File: src/rtl/qpsk_map_pkg.sv
package qpsk_map_pkg;

   // Phase in units of 45 degrees
   typedef logic [2:0] phase_t;

   // One symbol slot travelling through the latency line
   typedef struct packed {
      logic       ok;
      logic [1:0] dibit;
   } slot_t;

   // Gray dibit to phase increment
   function automatic phase_t phase_step(input logic [1:0] d);
      case (d)
         2'b00:   return 3'd1;
         2'b01:   return 3'd3;
         2'b11:   return 3'd7;
         default: return 3'd5;
      endcase
   endfunction

endpackage

File: src/rtl/qmap_bitclk.sv
module qmap_bitclk #(
   parameter int DIV = 10
) (
   input  logic clk,
   input  logic rst_n,
   input  logic clk_sel,
   input  logic bclk_in,
   input  logic fclk_in,
   output logic bclk_mon,
   output logic bit_tick
);
   localparam int CW   = (DIV > 2) ? $clog2(DIV) : 1;
   localparam int HALF = DIV / 2;
   localparam logic [CW-1:0] LAST = CW'(DIV - 1);

   logic          b_q, b_qq, f_q, f_qq;
   logic [CW-1:0] cnt, cnt_nx;
   logic          div_clk;
   logic          fast_edge, ext_edge;

   assign fast_edge = f_q & ~f_qq;
   assign ext_edge  = b_q & ~b_qq;
   assign cnt_nx    = (cnt == LAST) ? '0 : cnt + 1'b1;

   always_ff @(posedge clk or negedge rst_n) begin
      if (!rst_n) begin
         b_q     <= 1'b0;
         b_qq    <= 1'b0;
         f_q     <= 1'b0;
         f_qq    <= 1'b0;
         cnt     <= LAST;
         div_clk <= 1'b0;
      end else begin
         b_q  <= bclk_in;
         b_qq <= b_q;
         f_q  <= fclk_in;
         f_qq <= f_q;
         if (fast_edge) begin
            cnt     <= cnt_nx;
            div_clk <= (32'(cnt_nx) < HALF);
         end
      end
   end

   assign bclk_mon = clk_sel ? div_clk : b_q;
   assign bit_tick = clk_sel ? (fast_edge && cnt == LAST) : ext_edge;

endmodule

File: src/rtl/qmap_pairer.sv
module qmap_pairer
   import qpsk_map_pkg::*;
(
   input  logic  clk,
   input  logic  rst_n,
   input  logic  bit_tick,
   input  logic  tx_bit,
   input  logic  tx_win,
   output logic  sym_tick,
   output slot_t slot
);
   logic ph, msb, win_prev, burst_start;

   assign burst_start = tx_win && !win_prev;

   always_ff @(posedge clk or negedge rst_n) begin
      if (!rst_n) begin
         ph       <= 1'b0;
         msb      <= 1'b0;
         win_prev <= 1'b0;
      end else if (bit_tick) begin
         win_prev <= tx_win;
         if (burst_start || !ph) begin
            msb <= tx_bit;
            ph  <= 1'b1;
         end else begin
            ph  <= 1'b0;
         end
      end
   end

   assign sym_tick   = bit_tick && ph && !burst_start;
   assign slot.ok    = tx_win && win_prev;
   assign slot.dibit = {msb, tx_bit};

endmodule

File: src/rtl/qmap_delay.sv
module qmap_delay
   import qpsk_map_pkg::*;
#(
   parameter int DEPTH = 6
) (
   input  logic  clk,
   input  logic  rst_n,
   input  logic  shift,
   input  slot_t slot_in,
   output slot_t slot_out,
   output logic  ok_ahead1,
   output logic  ok_ahead2
);
   slot_t st [DEPTH];

   for (genvar g = 0; g < DEPTH; g++) begin : g_stage
      always_ff @(posedge clk or negedge rst_n) begin
         if (!rst_n)
            st[g] <= '0;
         else if (shift)
            st[g] <= (g == 0) ? slot_in : st[(g == 0) ? 0 : g - 1];
      end
   end

   assign slot_out  = st[DEPTH-1];
   assign ok_ahead1 = st[DEPTH-2].ok;
   assign ok_ahead2 = st[DEPTH-3].ok;

endmodule

File: src/rtl/qmap_shaper.sv
module qmap_shaper
   import qpsk_map_pkg::*;
#(
   parameter int DATA_W    = 8,
   parameter int AMPLITUDE = 100
) (
   input  logic                     clk,
   input  logic                     rst_n,
   input  logic                     sym_tick,
   input  slot_t                    cur,
   input  logic                     ok_ahead1,
   input  logic                     ok_ahead2,
   output logic signed [DATA_W-1:0] i_out,
   output logic signed [DATA_W-1:0] q_out,
   output logic                     burst_flag
);
   localparam int DIAG = (AMPLITUDE * 181) / 256;
   localparam logic signed [DATA_W-1:0] A_P = DATA_W'(AMPLITUDE);
   localparam logic signed [DATA_W-1:0] D_P = DATA_W'(DIAG);

   function automatic logic signed [DATA_W-1:0] axis(input phase_t p);
      case (p)
         3'd0:    return A_P;
         3'd1:    return D_P;
         3'd3:    return -D_P;
         3'd4:    return -A_P;
         3'd5:    return -D_P;
         3'd7:    return D_P;
         default: return '0;
      endcase
   endfunction

   function automatic logic signed [DATA_W-1:0] scale(
      input logic signed [DATA_W-1:0] v, input logic [2:0] s);
      logic signed [DATA_W+2:0] prod;
      prod = (DATA_W+3)'(v) * (DATA_W+3)'($signed({1'b0, s}));
      return DATA_W'(prod >>> 2);
   endfunction

   phase_t     phase, ph_nx;
   logic [1:0] upcnt;
   logic       first;
   logic [2:0] s_up, s_dn, s_use;

   always_comb begin
      first = !burst_flag;
      ph_nx = (first ? 3'd0 : phase) + phase_step(cur.dibit);
      s_up  = first ? 3'd1 : ((upcnt == 2'd1) ? 3'd3 : 3'd4);
      s_dn  = !ok_ahead1 ? 3'd1 : (!ok_ahead2 ? 3'd3 : 3'd4);
      s_use = (s_up < s_dn) ? s_up : s_dn;
   end

   always_ff @(posedge clk or negedge rst_n) begin
      if (!rst_n) begin
         phase      <= '0;
         upcnt      <= '0;
         i_out      <= '0;
         q_out      <= '0;
         burst_flag <= 1'b0;
      end else if (sym_tick) begin
         if (cur.ok) begin
            phase      <= ph_nx;
            upcnt      <= first ? 2'd1 : 2'd2;
            i_out      <= scale(axis(ph_nx), s_use);
            q_out      <= scale(axis(ph_nx - 3'd2), s_use);
            burst_flag <= 1'b1;
         end else begin
            upcnt      <= '0;
            i_out      <= '0;
            q_out      <= '0;
            burst_flag <= 1'b0;
         end
      end
   end

endmodule

File: src/rtl/qpsk_burst_mapper.sv
module qpsk_burst_mapper
   import qpsk_map_pkg::*;
#(
   parameter int DATA_W       = 8,
   parameter int AMPLITUDE    = 100,
   parameter int CLK_DIV      = 10,
   parameter int LATENCY_SYMS = 6
) (
   input  logic                     clk,
   input  logic                     rst_n,
   input  logic                     clk_sel,
   input  logic                     bclk_in,
   input  logic                     fclk_in,
   input  logic                     tx_bit,
   input  logic                     tx_win,
   output logic                     bclk_mon,
   output logic signed [DATA_W-1:0] i_out,
   output logic signed [DATA_W-1:0] q_out,
   output logic                     burst_flag
);
   if (LATENCY_SYMS < 3) begin : g_bad_latency
      $error("LATENCY_SYMS must be at least 3 for the ramp-down lookahead");
   end
   if (AMPLITUDE > (2 ** (DATA_W - 1)) - 1 || AMPLITUDE < 4) begin : g_bad_amp
      $error("AMPLITUDE must fit the signed output width and be at least 4");
   end
   if (CLK_DIV < 2) begin : g_bad_div
      $error("CLK_DIV must be at least 2");
   end

   logic  bit_tick, sym_tick;
   logic  ok_ahead1, ok_ahead2;
   slot_t slot_new, slot_out;

   qmap_bitclk #(.DIV(CLK_DIV)) u_clk (
      .clk(clk), .rst_n(rst_n), .clk_sel(clk_sel), .bclk_in(bclk_in),
      .fclk_in(fclk_in), .bclk_mon(bclk_mon), .bit_tick(bit_tick)
   );

   qmap_pairer u_pair (
      .clk(clk), .rst_n(rst_n), .bit_tick(bit_tick), .tx_bit(tx_bit),
      .tx_win(tx_win), .sym_tick(sym_tick), .slot(slot_new)
   );

   qmap_delay #(.DEPTH(LATENCY_SYMS)) u_dly (
      .clk(clk), .rst_n(rst_n), .shift(sym_tick), .slot_in(slot_new),
      .slot_out(slot_out), .ok_ahead1(ok_ahead1), .ok_ahead2(ok_ahead2)
   );

   qmap_shaper #(.DATA_W(DATA_W), .AMPLITUDE(AMPLITUDE)) u_shp (
      .clk(clk), .rst_n(rst_n), .sym_tick(sym_tick), .cur(slot_out),
      .ok_ahead1(ok_ahead1), .ok_ahead2(ok_ahead2),
      .i_out(i_out), .q_out(q_out), .burst_flag(burst_flag)
   );

endmodule

File: config.mk
export PLATFORM = sky130hd
export DESIGN_NAME = qpsk_burst_mapper
export DESIGN_NICKNAME = d
export VERILOG_FILES = /design/src/rtl/qpsk_map_pkg.sv /design/src/rtl/qmap_bitclk.sv /design/src/rtl/qmap_pairer.sv /design/src/rtl/qmap_delay.sv /design/src/rtl/qmap_shaper.sv /design/src/rtl/qpsk_burst_mapper.sv
export SDC_FILE = /design/constraint.sdc
export NUM_CORES = 1
export LEC_CHECK = 0
export ABC_AREA = 1
export BUFFER_PORTS_ARGS = -buffer_cell sky130_fd_sc_hd__buf_2
export CAP_MARGIN = 5
export CORE_UTILIZATION = 55
export DETAILED_ROUTE_END_ITERATION = 7
export PLACE_DENSITY = 0.76
export SLEW_MARGIN = 20
export SYNTH_ARGS = -nofsm -noshare
export SYNTH_HDL_FRONTEND = slang
export SYNTH_HIERARCHICAL = 1
export SYNTH_SLANG_ARGS = --single-unit
export TNS_END_PERCENT = 30
File: constraint.sdc
create_clock -name clk -period 3.9 [get_ports clk]
set_clock_uncertainty 0.2 [all_clocks]
set_input_delay 0.39 -clock clk [delete_from_list [all_inputs] [get_ports clk]]
set_output_delay 0.39 -clock clk [all_outputs]
set_load 0.1 [all_outputs]
### Yosys cells after proc, flatten, opt, wreduce, memory -nomap -nowiden

Index checks and enable logic that the tools add are counted.

| operators by class | value |
|---|---|
| multiplexer cells | 22 |
| $lt $le $gt $ge | 2 |
| multiply operators | 2 |
| reduce and logical (&&, ||, !) cells | 18 |
| shift-type cells | 0 |
| equality and inequality tests | 14 |
| bitwise logic cells | 4 |
| add/subtract/negate cells | 3 |
| divide/modulo/power cells | 0 |

Operator list:

| kind | number |
|---|---|
| 8-bit one-hot mux with 4 select lines | 2 |
| 8-bit two-way mux | 6 |
| 8-bit by 4-bit multiplier with 10-bit output | 2 |
| 3-bit == test, second input constant | 6 |
| 3-bit two-way mux | 6 |
| 3-bit one-hot mux with 3 select lines | 1 |
| 2-bit OR reduction | 4 |
| 3-bit by 1-bit == test with 1-bit output, second input constant | 2 |
| 3-bit by 2-bit == test with 1-bit output, second input constant | 2 |
| 3-bit logical NOT | 2 |
| 1-bit logical AND | 5 |
| 4-bit by 1-bit adder with 4-bit output, second input constant | 1 |
| 2-bit by 1-bit == test with 1-bit output, second input constant | 2 |
| 4-bit == test, second input constant | 1 |
| 4-bit by 3-bit < comparator with 1-bit output, second input constant | 1 |
| 1-bit two-way mux | 4 |
| 2-bit two-way mux | 2 |
| 4-bit two-way mux | 1 |
| 2-bit AND reduction | 2 |
| 3-bit adder | 1 |
| 1-bit logical NOT | 3 |
| 3-bit < comparator | 1 |
| 3-bit by 2-bit subtractor with 3-bit output, second input constant | 1 |
| 1-bit bitwise AND | 2 |
| other kinds (4) | 5 |

| storage, ports and cells | value |
|---|---|
| latch bits | 0 |
| flip-flop bits (word level) | 52 |
| memory bits (writable) | 0 |
| memories | 0 |
| input bits | 7 |
| word-level logic and storage cells | 91 |
| bits in read-only memories | 0 |

### Logic depth before layout (Yosys ltp)

Gate-level depths: netlist of the first run.

| depth | value |
|---|---|
| depth after elaboration | 11 |
| mapped depth | 29 |

### Cells and area by module

The synthesis of the first run kept the hierarchy.

Modules (own cells, without submodules):

| module | cells an instance | sequential area each (µm²) | times used | area an instance (µm²) |
|---|---|---|---|---|
| qmap_shaper | 345 | 550.5 | 1 | 2565.0 |
| qmap_delay | 79 | 450.4 | 1 | 733.2 |
| qmap_bitclk | 44 | 227.7 | 1 | 392.9 |
| qmap_pairer | 20 | 75.1 | 1 | 153.9 |

### Worst setup path before layout of the first run

No wires, ideal clock.

| timing path | value |
|---|---|
| path type | reg2reg |
| from | register u_shp.burst_flag |
| to | register u_shp.q_out[7] |
| buffers on the path | 0 |
| path slack | -0.896 ns |
| data arrival time | 4.476 ns |
| setup time | 0.120 ns |
| stages on the path, launching flop included | 23 |
| required time | 3.580 ns |
| cell sequence | dfrtp_1 > nand2_1 > inv_1 > fa_1 > inv_1 > nand3_1 > nand3_2 > nand2_1 > nor2_2 > inv_1 > nor2_1 > ha_1 > fa_1 > inv_1 > fa_1 > inv_1 > nand4_1 > nand3_1 > nand2_1 > inv_1 > nand3_1 > nand3_1 > nand2_1 |

| between the ends | value |
|---|---|
| cells in the longest elaborated chain, start to end | 10 |
| elaborated cells on any way between the ends | 19 |
| those cells by class | add/sub: 2; mul: 1; order compare: 1; eq/ne: 5; mux: 7; reduce/logical: 3 |

RTL lines:

| item | line | RTL |
|---|---|---|
| start: declaration | qmap_shaper.sv:15 | `output logic burst_flag` |
| start signal: assignment | qmap_shaper.sv:59 | `burst_flag <= 1'b0;` |
| start signal: assignment | qmap_shaper.sv:66 | `burst_flag <= 1'b1;` |
| start signal: assignment | qmap_shaper.sv:71 | `burst_flag <= 1'b0;` |
| 3-bit two-way mux * | qmap_shaper.sv:47 | `ph_nx = (first ? 3'd0 : phase) + phase_step(cur.dibit);` |
| 3-bit adder * | qmap_shaper.sv:47 |  |
| net u_shp.ph_nx[0] | qmap_shaper.sv:40 | `phase_t phase, ph_nx;` |
| 3-bit by 2-bit subtractor with 3-bit output * | qmap_shaper.sv:65 | `q_out <= scale(axis(ph_nx - 3'd2), s_use);` |
| 3-bit by 1-bit == test with 1-bit output, or another cell as far along | qmap_shaper.sv:22 | `case (p)` |
| 2-bit OR reduction (no source line) | n/a |  |
| 8-bit one-hot mux with 4 select lines * | qmap_shaper.sv:22 |  |
| 8-bit two-way mux * | qmap_shaper.sv:61 | `if (cur.ok) begin` |
| 8-bit two-way mux * | qmap_shaper.sv:60 | `end else if (sym_tick) begin` |
| 8-bit by 4-bit multiplier with 10-bit output * | qmap_shaper.sv:36 | `prod = (DATA_W+3)'(v) * (DATA_W+3)'($signed({1'b0, s}));` |
| 8-bit two-way mux * | qmap_shaper.sv:61 |  |
| end signal: assignment | qmap_shaper.sv:65 |  |
| end: declaration | qmap_shaper.sv:14 | `output logic signed [DATA_W-1:0] q_out,` |

The timed path passes the listed nets; every way through them passes the cells marked *. The select of a mux whose other input is x is not followed.
A chain may end at the register's enable or synchronous reset.

### Final worst setup path of the first run

| timing path | value |
|---|---|
| from | register u_shp.burst_flag |
| to | register u_shp.i_out[7] |

| between the ends | value |
|---|---|
| cells in the longest elaborated chain, start to end | 9 |
| elaborated cells on any way between the ends | 18 |
| those cells by class | add/sub: 1; mul: 1; order compare: 1; eq/ne: 5; mux: 7; reduce/logical: 3 |

RTL lines:

| item | line | RTL |
|---|---|---|
| 3-bit two-way mux * | qmap_shaper.sv:47 |  |
| 3-bit adder * | qmap_shaper.sv:47 |  |
| net u_shp.ph_nx[0] | qmap_shaper.sv:40 |  |
| 3-bit by 1-bit == test with 1-bit output, or another cell as far along | qmap_shaper.sv:22 |  |
| 2-bit OR reduction (no source line) | n/a |  |
| 8-bit one-hot mux with 4 select lines * | qmap_shaper.sv:22 |  |
| 8-bit two-way mux * | qmap_shaper.sv:61 |  |
| 8-bit two-way mux * | qmap_shaper.sv:60 |  |
| 8-bit by 4-bit multiplier with 10-bit output * | qmap_shaper.sv:36 |  |
| 8-bit two-way mux * | qmap_shaper.sv:61 |  |
| end signal: assignment | qmap_shaper.sv:64 | `i_out <= scale(axis(ph_nx), s_use);` |
| end: declaration | qmap_shaper.sv:13 | `output logic signed [DATA_W-1:0] i_out,` |

Marks and branches as above.

==> results.md, run 1 <==
- Status: finished, violations left
- Failing checks: hold timing, setup timing
- Final Wtd Congestion: between 0.8 and 0.9
- Pins Over Slew Limit: 0
- Max Buffers Root-to-Sink: 2
- Total CTS buffers: 5
- Filler instances: 469
- First-pass GRT wire length: approximately 15000 µm
- Cell mode on critical path: inv_2
- Reg-to-Reg End: u_shp/i_out[7]$_DFFE_PN0P_
- Fin area: 4974 µm²
- Clock Latency Late Sink: 0.32 ns
- Worst r2r src: u_shp/burst_flag$_DFFE_PN0P_
- Die Width: 85.61 µm
- ANT nets after route: 0
- Pre-antenna DRT Iters: 5
- Worst Setup Start Kind: flop
- Crit path kind: reg2reg
- Unrepaired setup endpoints after global routing: yes
- Seq cells post-synth: 52
- Min-delay worst type: in2async
- Fin Hold WS: -0.02056 ns
- Routed via count: about 3.4k
- H-tree levels: 2
- Final Setup Violations: 10
- Core ar.: 6756 µm²
- Drt initial violations: between 200 and 250
- Die area: 7329 µm²
- Pre-CTS setup slack: -0.3160 ns
- Buffers on Ports: 24
- Cells after Synth: 488
- Critical-path top delay cell: fa_1
- Data arrival, critical path: around 4.4 ns
- Worst Setup End Kind: flop
- Synth unique cells: 42
- Req. time, crit path: 3.92 ns
- Starting Density: 0.5691
- CTS clk-pin slew, worst paths: 0.10 ns
- Worst Path Buf+Inv: 7
- Max-cap violations: 0
- Hold Fails Final Rpt: 17
- # rows: 30
- GR Util All Layers: 0.2594
- Post-synth EDFFs: 0
- Placed cells: ~600
- Fmax: 0.2270 GHz
- Synthesized area per cell: 7.879 µm²
- Gr ovfl total: 0
- Crit path max-delay family: simple AND/OR/NAND/NOR gates
- I/O pins: 25
- Peak supply drop: 0.3225 mV
- CTS sink count: 52
- Clk root buf: clkbuf_8
- Rel. slew slack: 0.4067
- Avg Vias per Cell: about 5.3
- WL/cell: 15.31 µm
- Ant. Diodes: 0
- Tmin final: 4.405 ns
- Area Overhead vs Synth: 29.35%
- Async SR Flop Fraction: 1.000
- Post-DP HPWL: 6070 µm
- Fin nets: 625
- R2R cell count: 26
- Worst setup margin: -0.5053 ns
- Top FF cell, synth: dfrtp_1
- Setup slack, reg-to-reg: -0.51 ns
- Fraction of layout cells with a size suffix above 1: 0.3680
- Die Ht: 85.61 µm
- Maximum number of pins on one net before global-route repair: 40
- Syn Nets: 546
- Largest stage delay, worst path: 0.52 ns
- CTS tree: yes
- Fin crit share: 1.130
- Syn Std Cell Area: 3845 µm²
- Post-synthesis sequential area ratio: 0.3391
- Final wirelength: 9919 µm
- DP Area: 4404 µm²
- Pwr/cell area: 345.5 nW/µm²
- Initial antenna violation count: 0
- Leak: between 2 and 3 nW
- Crit Path Max Fanout: 7
- DRC Markers: 0
- Number of global-route vias before repair: about 3.2k
- Non-filler cells, final: 648
- Yosys warns: 6
- Tightest Pin Transition: 0.8900 ns
[Yosys cell counts (2+ instances only)]
library cell | count | area, µm²
buf_6 | 2 | 22.52
xnor2_1 | 2 | 17.52
dfstp_2 | 2 | 52.55
nand3_1 | 19 | 95.09
nor2_1 | 28 | 105.1
a22o_1 | 4 | 35.03
a21oi_1 | 9 | 45.04
nor2_2 | 2 | 12.51
buf_4 | 6 | 45.04
or2_1 | 2 | 12.51
nand2_1 | 142 | 533.0
o21a_1 | 2 | 15.01
clkbuf_1 | 3 | 11.26
inv_2 | 2 | 7.510
nor2_4 | 2 | 22.52
nand4_1 | 3 | 18.77
xor2_1 | 4 | 35.03
o21bai_1 | 2 | 15.01
o21ai_0 | 24 | 120.1
inv_1 | 90 | 337.8
nand3b_1 | 2 | 15.01
ha_1 | 38 | 475.5
o22ai_1 | 2 | 12.51
nand2_4 | 2 | 22.52
nand2_2 | 15 | 93.84
fa_1 | 13 | 260.3
nand3_2 | 2 | 20.02
dfrtp_1 | 50 | 1251
[through the flow]
stage	TNS [ns]	utilization	power, W
floorplan	-1.215	-	0.001088
global placement	-0.3295	0.6519	0.001206
detailed placement	-1.442	0.6519	0.001234
CTS	-0.7459	0.7128	0.001695
global route	-4.396	0.7361	0.001819
finish	-2.352	0.7361	0.001719
[timing repair]
action | in CTS | in global routing
pin swaps | 39 | 29
setup endpoints to repair | 8 | 12
gates resized for setup | 40 | 25
endpoints found under the hold margin | 2 | 0
buffers inserted | 15 | 7
hold buffers | 2 | 0
[layer usage]
metal / GRT usage / share of wire / up-vias
met5: 0 / 0 / -
met3: 0.04235 / 0.042 / 37
met1: 0.3319 / 0.43 / 1633
li1: - / - / 1656
met2: 0.4320 / 0.49 / 120
met4: 0.1227 / 0.037 / 0
[worst reg2reg max path, delay by kind of cell (launching register included)]
kind,cells,cell delay [ns]
AO/OA/AOI/OAI,1,0.20
buffers and inverters,7,0.50
flip-flops,1,0.51
AND/OR/NAND/NOR,14,1.54
adder cells (fa/ha/maj),4,1.36
[state kept, by name (all words and copies together) (netlist names)]
name	cells
u_dly/st	13
u_shp/i_out	8
u_shp/q_out	8
u_clk/cnt	4
u_dly/slot_out	3
u_shp/phase	3
u_shp/upcnt	2
u_clk/b_q	1
u_clk/b_qq	1
u_clk/div_clk	1
u_clk/f_q	1
u_clk/f_qq	1
u_dly/ok_ahead1	1
u_dly/ok_ahead2	1
u_pair/msb	1
u_pair/ph	1
u_pair/win_prev	1
u_shp/burst_flag	1
[final cells by class]
cell class | instances | area, µm² | share of cell area
multi-input cells | 329 | 2490 | 0.5006
repair buffers | 84 | 575.6 | 0.1157
clock inverters | 2 | 38.79 | 0.007799
well taps | 80 | 100.1 | 0.02013
inverters | 95 | 379.1 | 0.07623
flip-flops and latches | 52 | 1308 | 0.2629
clock buffers | 6 | 82.58 | 0.01660
[report_power, final]
group	switching, W	internal, W	total, W	leakage, nW
registers	0.0000691	0.000636	0.000706	0.691
clock network	0.000197	0.000210	0.000407	0.0614
logic	0.000368	0.000238	0.000606	1.95
[how the worst max path moves through the flow]
stage	from	slack (ns)	end	cells past startpoint
after floorplan	u_shp/burst_flag$_DFFE_PN0P_	-0.24	u_shp/i_out[7]$_DFFE_PN0P_	25
after detailed placement	u_shp/burst_flag$_DFFE_PN0P_	-0.32	u_shp/i_out[7]$_DFFE_PN0P_	22
after global placement	u_shp/burst_flag$_DFFE_PN0P_	-0.13	u_shp/q_out[7]$_DFFE_PN0P_	26
final	u_shp/burst_flag$_DFFE_PN0P_	-0.51	u_shp/i_out[7]$_DFFE_PN0P_	26
after CTS	u_shp/burst_flag$_DFFE_PN0P_	-0.19	u_shp/i_out[7]$_DFFE_PN0P_	27
after global routing	u_shp/burst_flag$_DFFE_PN0P_	-0.62	u_shp/q_out[7]$_DFFE_PN0P_	28
[kinds of logic after synthesis]
logic type                 count (synthesis)  synth area share
AOI/OAI and AO/OA                         49           0.07647
DFF                                       52            0.3391
and+or+nand+nor                          223            0.2600
adders and majority gates                 51            0.1913
xor gates and xnor gates                   6           0.01367
buffers and inverters                    107            0.1194
[placed cells by master (no fill, tap or decap), types with 5 or more instances in the layout]
cell	n
nand2_1	126
inv_1	65
buf_4	58
dfrtp_1	49
nand2_2	26
buf_2	24
inv_2	24
ha_1	24
nor2_1	20
o21ai_0	20
nand3_1	13
ha_4	13
fa_1	10
nor2_2	7
clkbuf_8	6
nand2_4	6
nand3_2	6
nor2_4	5
a21oi_2	5
(Power assumes the default switching activity.)
==> inputs of run 2 (changes only) <==
--- a/config.mk
+++ b/config.mk
@@ -11,6 +11,7 @@
 export CORE_UTILIZATION = 55
 export DETAILED_ROUTE_END_ITERATION = 7
 export PLACE_DENSITY = 0.76
+export SKIP_CTS_REPAIR_TIMING = 1
 export SLEW_MARGIN = 20
 export SYNTH_ARGS = -nofsm -noshare
 export SYNTH_HDL_FRONTEND = slang
==> run 2 against run 1 <==
- the flow still finishes with violations (hold timing, setup timing)
- sequential power about the same
- critical path depth down 2
- maximum frequency up 2.1%
- global-route usage down 2.2 points
- critical endpoint is now u_shp/q_out[7]$_DFFE_PN0P_
- final cell count down 2.6%
- register-to-register slack better by 0.09 ns
==> results.md, run 2 (synthesis results as in run 1) <==
- Failing checks: hold timing, setup timing
- Pins Over Slew Limit: 0
- I/O pins: 25
- Worst setup margin: -0.4144 ns
- Crit path max-delay family: adder cells
- Fmax: 0.2318 GHz
- GR Util All Layers: 0.2372
- Die Ht: 85.61 µm
- Data arrival, critical path: 4.32 ns
- Fin area: between 4000 and 5000 µm²
- Area of the multi-input gates: 2372 µm²
- Avg Vias per Cell: just over 5
- Placed cells: roughly 600
- Rel. slew slack: 0.4106
- Routed via count: 3224
- # rows: 30
- CTS sink count: 52
- H-tree levels: 2
- Pre-antenna DRT Iters: 4
- Cell chain of the critical path: nand2_4 -> clkinvlp_4 -> fa_2 -> inv_1 -> nand3_2 -> nand3_4 -> o211ai_2 -> nor2_1 -> ha_1 -> inv_1 -> fa_1 -> inv_1 -> ha_1 -> nand2_1 -> inv_1 -> nand2_1 -> and2_4 -> nand2_1 -> nand2_1 -> nand2_1 -> inv_1 -> nand3_1 -> nand3_1 -> nand2_1
- Fraction of layout cells with a size suffix above 1: 0.3013
- Fin Hold WS: -0.02060 ns
- Unrepaired setup endpoints after global routing: yes
- Design Power: 0.001643 W
- Total CTS buffers: 5
- Final wirelength: 8452 µm
- Post-DP HPWL: 6070 µm
- Max-cap violations: 0
- Register Area: ~1300 µm²
- Worst Path Buf+Inv: 6
- Drt initial violations: 150
- Gr ovfl total: 0
- Die Width: ~86 µm
- Req. time, crit path: roughly 3.9 ns
- Setup slack, reg-to-reg: -0.41 ns
- DP Area: ~4400 µm²
- Non-filler cells, final: 631
- Fin crit share: 1.106
- Buffers on Ports: 24
- Maximum number of pins on one net before global-route repair: 40
- Final Setup Violations: 8
- Leak: 2.627 nW
- Critical-path top delay cell: fa_2
- Cell mode on critical path: nand2_1
- Starting Density: 0.5691
- Number of global-route vias before repair: 3026
- Clock Latency Late Sink: 0.31 ns
- Pwr/cell area: 347.9 nW/µm²
- Crit path kind: reg2reg
- WL/cell: 13.39 µm
- Max Buffers Root-to-Sink: 2
- Worst Setup Start Kind: flop
- DRC Markers: 0
- Filler instances: 520
- Largest stage delay, worst path: 0.62 ns
- Most common cell after layout, fill and taps aside: nand2_1
- CTS tree: yes
- Clk root buf: clkbuf_8
- Top flop regs: u_dly/st: 13 flops, u_shp/i_out: 8 flops, u_shp/q_out: 8 flops
- Worst Setup End Kind: flop
- Area Overhead vs Synth: 22.84%
- First-pass GRT wire length: ~14000 µm
- Tmin final: 4.314 ns
- Largest register by flop count: u_dly/st
- Min-delay worst type: in2async
- Initial antenna violation count: 0
- Tightest Pin Transition: 0.8840 ns
- ANT nets after route: 0
- Most frequent cells in the layout: 132 x nand2_1, 72 x inv_1, 49 x dfrtp_1
- Hold Fails Final Rpt: 11
- Number of flip-flops in the largest register: 13
- Fin nets: between 600 and 700
- Peak supply drop: 0.3284 mV
- Status: finished, violations left
- Final Wtd Congestion: 0.8671
- CTS clk-pin slew, worst paths: 0.10 ns
- Die area: 7329 µm²
- Pre-CTS setup slack: -0.3160 ns
- Core ar.: 6756 µm²
- Ant. Diodes: 0
- Crit Path Max Fanout: 4
-- run 2: cell count changes in the layout (fill, tap and decap cells not counted), moves of 2 or more --
cell / change
a21oi_1: +3
nand3_2: -2
nor2_1: +2
nand2_2: -6
o21ai_1: +3
o21ai_0: -2
nand3_1: +2
ha_1: +5
inv_2: -6
inv_1: +7
ha_4: -4
buf_4: -17
a21oi_2: -2
nand2_1: +6
-- run 2: layout make-up --
class / instances / share of cell area
Multi-Input combinational cell: 329 / 0.5023
Sequential cell: 52 / 0.2768
Tap cell: 80 / 0.02119
Timing Repair Buffer: 67 / 0.09483
Clock inverter: 2 / 0.008212
Clock buffer: 6 / 0.01748
Inverter: 95 / 0.07921
-- run 2: path summary, 6_finish.rpt --
kind,startpoint,endpoint,cells after the start
setup / recovery,u_shp/burst_flag$_DFFE_PN0P_,u_shp/q_out[7]$_DFFE_PN0P_,24
hold / removal,rst_n,u_shp/i_out[7]$_DFFE_PN0P_,1
setup reg to reg,u_shp/burst_flag$_DFFE_PN0P_,u_shp/q_out[7]$_DFFE_PN0P_,24
hold reg to reg,u_clk/b_q$_DFF_PN0_,u_clk/b_qq$_DFF_PN0_,0
max in group asynchronous,rst_n,u_dly/st[16]$_DFFE_PN0P_,2
min in group clk,tx_bit,u_dly/st[15]$_DFFE_PN0P_,3
-- run 2: report_power, final --
group	internal, W	leakage, nW	switching, W
combinational	0.000201	1.87	0.000335
sequential	0.000637	0.691	0.0000699
clock	0.000210	0.0614	0.000191
-- run 2: metal layers --
layer	vias up	global-route usage	routed length, µm
li1	1613	-	-
met1	1516	0.3227	3744
met2	73	0.3767	4122
met3	22	0.03657	322
met4	0	0.1076	263
met5	-	0	0
-- run 2: through the flow --
stage                     utilization  TNS [ns]
final                          0.6991    -1.571
after detailed placement       0.6519    -1.442
after floorplan                     -    -1.215
after CTS                      0.6698    -1.602
after global placement         0.6519   -0.3295
after global routing           0.6991    -3.767
